[config.mk]
export PLATFORM = sky130hd
export DESIGN_NAME = vid_snoop_serializer
export DESIGN_NICKNAME = d
export VERILOG_FILES = /design/src/rtl/vid_snoop_pkg.sv /design/src/rtl/vid_bus_decode.sv /design/src/rtl/vid_pixel_shifter.sv /design/src/rtl/vid_sync_regs.sv /design/src/rtl/vid_snoop_serializer.sv
export SDC_FILE = /design/constraint.sdc
export NUM_CORES = 1
export LEC_CHECK = 0
export BUFFER_PORTS_ARGS = -buffer_cell sky130_fd_sc_hd__buf_2
export CORE_AREA = 4 4 41 43
export DETAILED_ROUTE_END_ITERATION = 8
export DIE_AREA = 0 0 45 47
export MAX_ROUTING_LAYER = met4
export RECOVER_POWER = 100
export SKIP_CTS_REPAIR_TIMING = 1
export SYNTH_ARGS = -nofsm -noshare
export SYNTH_HDL_FRONTEND = slang
export SYNTH_SLANG_ARGS = --single-unit
[constraint.sdc]
create_clock -name clk -period 1.28 [get_ports clk]
set_input_delay 0.128 -clock clk [delete_from_list [all_inputs] [get_ports clk]]
set_output_delay 0.128 -clock clk [all_outputs]
set_load 0.1 [all_outputs]
[src/rtl/vid_snoop_pkg.sv]
package vid_snoop_pkg;

    // Classification of one bus cycle by the address decoder
    typedef enum logic [1:0] {
        CYC_NONE    = 2'd0,
        CYC_GFX_RD  = 2'd1,
        CYC_SYNC_WR = 2'd2
    } cyc_kind_e;

endpackage

[src/rtl/vid_bus_decode.sv]
module vid_bus_decode
    import vid_snoop_pkg::*;
#(
    parameter int          ADDR_W    = 16,
    parameter logic [15:0] GFX_MASK  = 16'hC000,
    parameter logic [15:0] SYNC_ADDR = 16'h3FFF
) (
    input  logic [ADDR_W-1:0] addr_i,
    input  logic              rd_i,
    output cyc_kind_e         kind_o
);

    localparam logic [ADDR_W-1:0] MASK_L = ADDR_W'(GFX_MASK);
    localparam logic [ADDR_W-1:0] SYNC_L = ADDR_W'(SYNC_ADDR);

    logic in_gfx;
    logic at_sync;

    always_comb begin
        in_gfx  = |(addr_i & MASK_L);
        at_sync = (addr_i == SYNC_L);
        kind_o  = CYC_NONE;
        if (rd_i && in_gfx) begin
            kind_o = CYC_GFX_RD;
        end else if (!rd_i && at_sync) begin
            kind_o = CYC_SYNC_WR;
        end
    end

endmodule

[src/rtl/vid_pixel_shifter.sv]
module vid_pixel_shifter #(
    parameter int DATA_W    = 8,
    parameter bit MSB_FIRST = 1'b1
) (
    input  logic              clk,
    input  logic              rst,
    input  logic              load_i,
    input  logic [DATA_W-1:0] data_i,
    output logic              pix_o
);

    localparam int FIRST_IDX = MSB_FIRST ? DATA_W - 1 : 0;

    typedef struct packed {
        logic [DATA_W-1:0] sh;
    } shift_state_t;

    shift_state_t st_d, st_q;
    logic [DATA_W-1:0] shifted;

    generate
        if (MSB_FIRST) begin : g_msb
            assign shifted = {st_q.sh[DATA_W-2:0], 1'b0};
        end else begin : g_lsb
            assign shifted = {1'b0, st_q.sh[DATA_W-1:1]};
        end
    endgenerate

    always_comb begin
        st_d = st_q;
        if (rst) begin
            st_d.sh = '0;
        end else if (load_i) begin
            st_d.sh = data_i;
        end else begin
            st_d.sh = shifted;
        end
    end

    always_ff @(posedge clk) begin
        st_q <= st_d;
    end

    assign pix_o = st_q.sh[FIRST_IDX];


    load_first_bit_chk: assert property (@(posedge clk) disable iff (rst)
        load_i |=> (pix_o == $past(data_i[FIRST_IDX])));


    dark_hold_chk: assert property (@(posedge clk) disable iff (rst)
        (!load_i && st_q.sh == '0) |=> (pix_o == 1'b0));


    shift_reset_chk: assert property (@(posedge clk)
        rst |=> (st_q.sh == '0));

endmodule

[src/rtl/vid_sync_regs.sv]
module vid_sync_regs (
    input  logic clk,
    input  logic rst,
    input  logic wr_i,
    input  logic hs_val_i,
    input  logic vs_val_i,
    output logic hs_o,
    output logic vs_o
);

    typedef struct packed {
        logic hs;
        logic vs;
    } sync_state_t;

    sync_state_t st_d, st_q;

    always_comb begin
        st_d = st_q;
        if (rst) begin
            st_d.hs = 1'b1;
            st_d.vs = 1'b1;
        end else if (wr_i) begin
            st_d.hs = hs_val_i;
            st_d.vs = vs_val_i;
        end
    end

    always_ff @(posedge clk) begin
        st_q <= st_d;
    end

    assign hs_o = st_q.hs;
    assign vs_o = st_q.vs;


    sync_follow_chk: assert property (@(posedge clk) disable iff (rst)
        wr_i |=> (hs_o == $past(hs_val_i) && vs_o == $past(vs_val_i)));


    sync_hold_chk: assert property (@(posedge clk) disable iff (rst)
        !wr_i |=> ($stable(hs_o) && $stable(vs_o)));


    sync_reset_chk: assert property (@(posedge clk)
        rst |=> (hs_o && vs_o));

endmodule

[src/rtl/vid_snoop_serializer.sv]
module vid_snoop_serializer
    import vid_snoop_pkg::*;
#(
    parameter int          ADDR_W    = 16,
    parameter int          DATA_W    = 8,
    parameter logic [15:0] GFX_MASK  = 16'hC000,
    parameter logic [15:0] SYNC_ADDR = 16'h3FFF,
    parameter int          HS_BIT    = 0,
    parameter int          VS_BIT    = 1
) (
    input  logic              clk,
    input  logic              rst,
    input  logic [ADDR_W-1:0] cpu_addr,
    input  logic [DATA_W-1:0] cpu_data,
    input  logic              cpu_rd,
    output logic              pix_out,
    output logic              hsync_n,
    output logic              vsync_n
);

    localparam logic [ADDR_W-1:0] MASK_L = ADDR_W'(GFX_MASK);

    cyc_kind_e kind;

    vid_bus_decode #(
        .ADDR_W   (ADDR_W),
        .GFX_MASK (GFX_MASK),
        .SYNC_ADDR(SYNC_ADDR)
    ) u_decode (
        .addr_i(cpu_addr),
        .rd_i  (cpu_rd),
        .kind_o(kind)
    );

    vid_pixel_shifter #(
        .DATA_W   (DATA_W),
        .MSB_FIRST(1'b1)
    ) u_shift (
        .clk   (clk),
        .rst   (rst),
        .load_i(kind == CYC_GFX_RD),
        .data_i(cpu_data),
        .pix_o (pix_out)
    );

    vid_sync_regs u_sync (
        .clk     (clk),
        .rst     (rst),
        .wr_i    (kind == CYC_SYNC_WR),
        .hs_val_i(cpu_data[HS_BIT]),
        .vs_val_i(cpu_data[VS_BIT]),
        .hs_o    (hsync_n),
        .vs_o    (vsync_n)
    );


    prog_read_no_load_chk: assert property (@(posedge clk) disable iff (rst)
        (cpu_rd && ((cpu_addr & MASK_L) == '0)) |-> (kind != CYC_GFX_RD));


    gfx_write_no_load_chk: assert property (@(posedge clk) disable iff (rst)
        (!cpu_rd) |-> (kind != CYC_GFX_RD));

endmodule

==> summary.md <==
| Metric | Value |
|---|---|
| Outcome | `finished clean` |
| Number of max-cap violations | `0` |
| DRC | `0` |
| Placed cell area | `564 µm²` |
| Vias | `380` |
| Switching share of power | `22.6%` |
| Clk sinks | `10` |
| CP startpoint kind | `flip-flop` |
| Via density | `4.42` |
| WHS | `0.101 ns` |
| Worst slack at placement | `0.284 ns` |
| Drt total wl | `903 µm` |
| Drt initial violations | `2` |
| Clk_lat worst skew | `0.25 ns` |
| Leakage power | `0.304 nW` |
| Final instance area | `571 µm²` |
| Final hold vios | `0` |
| Num CTS Buffers | `3` |
| Hold Path Class | `input port to flip-flop` |
| Top cell family by delay on the critical path | `buffers and inverters` |
| Most frequent cells in the layout | `26 x buf_2, 11 x nor2_1, 10 x dfxtp_1, 9 x mux2i_1` |
| H-tree depth | `1` |
| Commonest non-fill, non-tap cell in the layout | `buf_2` |
| Net count after synthesis | `67` |
| Worst EP arrival | `1.03 ns` |
| # IOs | `30` |
| Nets | `100` |
| Largest net degree at the start of global routing | `13` |
| CORE AREA | `1300 µm²` |
| Cell Area, Synth | `404 µm²` |
| Initial antenna violation count | `0` |
| Max Buffers Root-to-Sink | `2` |
| Minimum clock period | `1.16 ns` |
| Pwr/cell area | `1090 nW/µm²` |
| Crit. End Element | `primary output` |
| Layout cells sized above 1 | `45.1%` |
| Syn_area_per_cell | `10.1 µm²` |
| DRT antenna net count | `0` |
| Die width | `45 µm` |
| First drt pass iteration count | `2` |
| Worst path cell trace | `clkbuf_2` |
| Reg power frac | `53.0%` |
| Post-synthesis mux area share | `22.3%` |
| Area Overhead vs Synth | `41.2%` |
| Initial Utilization | `31.1%` |
| Mapped Cells | `40` |
| Post-Synth Simple-Gate Area | `23.2%` |
| Post-Synth XOR/XNOR Area | `0%` |
| Internal power | `0.480 mW` |
| Post-synthesis compound-gate area fraction | `4.02%` |
| Max rail drop VDD | `0.000637 V` |
| Synth Area in Adders | `0%` |
| Final Setup Violations | `0` |
| Port buffer count | `29` |
| Slew HR | `44.9%` |
| Reg clk slew, reported paths | `0.06 ns` |
| RSZ-0062 raised after global routing | `false` |
| Critical path required time | `1.15 ns` |
| Peak Freq | `0.861 GHz` |
| Max Clock Skew | `0.00133 ns` |
| Buf/Inv on CP | `1` |
| Die Y | `47 µm` |
| Setup TNS | `0 ns` |
| Final Cycle Share | `90.7%` |
| Sw power | `0.140 mW` |
| Routed WL per cell | `10.5 µm` |
| Slew Viols, Final | `0` |
| GPL Wtd Cong | `0.681` |
| Main combinational cell family by area after synthesis | `simple AND/OR/NAND/NOR gates` |
| Crit-path max cell delay | `0.45 ns` |
| Yosys cell types | `12` |
| Total power | `0.620 mW` |
| FF+latch count, synth | `10` |
| GRT Total Usage | `10.5%` |
| ANT cells | `0` |
| Clock network power share | `31.9%` |
| Cell total after placement | `83` |
| Non-Filler Instances | `86` |
| Kind of critical path | `flip-flop to primary output` |
| Yosys warning count | `0` |
| Worst slew pin tran | `0.821 ns` |
| CTS root buf | `clkbuf_4` |
| Fillers | `142` |
| Crit-path max FO | `2` |
| Register area share after synthesis | `49.5%` |
| Die ar. | `2120 µm²` |
| Placement Rows | `13` |
| Utilization after layout | `43.8%` |
| Vias in the first global route | `326` |
| CTS tree | `built` |
| Total gr overflow | `0` |
| Final WS setup | `0.119 ns` |
| Slowest-stage cell, CP | `clkbuf_2` |
| First-pass GRT wire length | `1.38 mm` |
| Combinational Power Share | `15.1%` |
==> metal layers <==
metal,up-vias,global-route usage [%],wire length [µm]
li1,204,-,-
met1,159,9.91,342
met2,13,15.0,443
met3,4,6.51,91
met5,-,-,0
met4,0,8.77,25
==> kinds of logic (layout without fill, tap and decap cells) <==
kind of cell	Yosys count	after routing
multiplexers	9	9
buffers and inverters	1	32
AO/OA/AOI/OAI	1	1
flip-flops	10	10
AND/OR/NAND/NOR	19	19
==> area by class of cell <==
class	count	area, µm²	area share, %
Multi-Input combinational cell	29	184	32.2
Tap cell	15	18.8	3.29
Timing Repair Buffer	29	145	25.4
Clock buffer	3	22.5	3.95
Sequential cell	10	200	35.1
==> worst register-to-register path: cells and delay by family, from the launching register on <==
kind	cells	cell delay [ns]
flip-flops	1	0.29
multiplexers	1	0.13
AND/OR/NAND/NOR	1	0.05
==> path summary, 6_finish.rpt <==
check	endpoint	cells after the start	slack (ns)	startpoint
min	u_shift.st_q[5]	3	0.10	cpu_data[5]
min reg2reg	u_shift.st_q[5]	2	0.46	u_shift.st_q[4]
max	hsync_n	1	0.12	u_sync.hs_o
max reg2reg	u_shift.st_q[6]	2	0.69	u_shift.st_q[5]
==> power by group through the flow <==
| stage | Combinational (mW) | Clock, mW | Sequential [mW] |
|---|---|---|---|
| final | 0.0940 | 0.198 | 0.329 |
| after global routing | 0.104 | 0.232 | 0.330 |
| after CTS | 0.0998 | 0.212 | 0.328 |
| after detailed placement | 0.0996 | 0 | 0.335 |
| after global placement | 0.0991 | 0 | 0.335 |
| after floorplan | 0.0372 | 0 | 0.348 |
==> Yosys cell counts <==
master,count,area [µm²]
nor2_1,11,41.3
nor3_2,1,10.0
nand4b_1,1,8.76
nand3_1,1,5.00
nand2_1,1,3.75
mux2i_1,9,90.1
nor3b_1,1,7.51
o21ai_4,1,16.3
nand4_1,2,12.5
nor3_1,1,5.00
clkbuf_1,1,3.75
dfxtp_1,10,200
==> registers in the layout, indices dropped and copies added (netlist names) <==
register      count
u_shift.st_q      8
u_sync.hs_o       1
u_sync.vs_o       1
(Power assumes the default switching activity.)
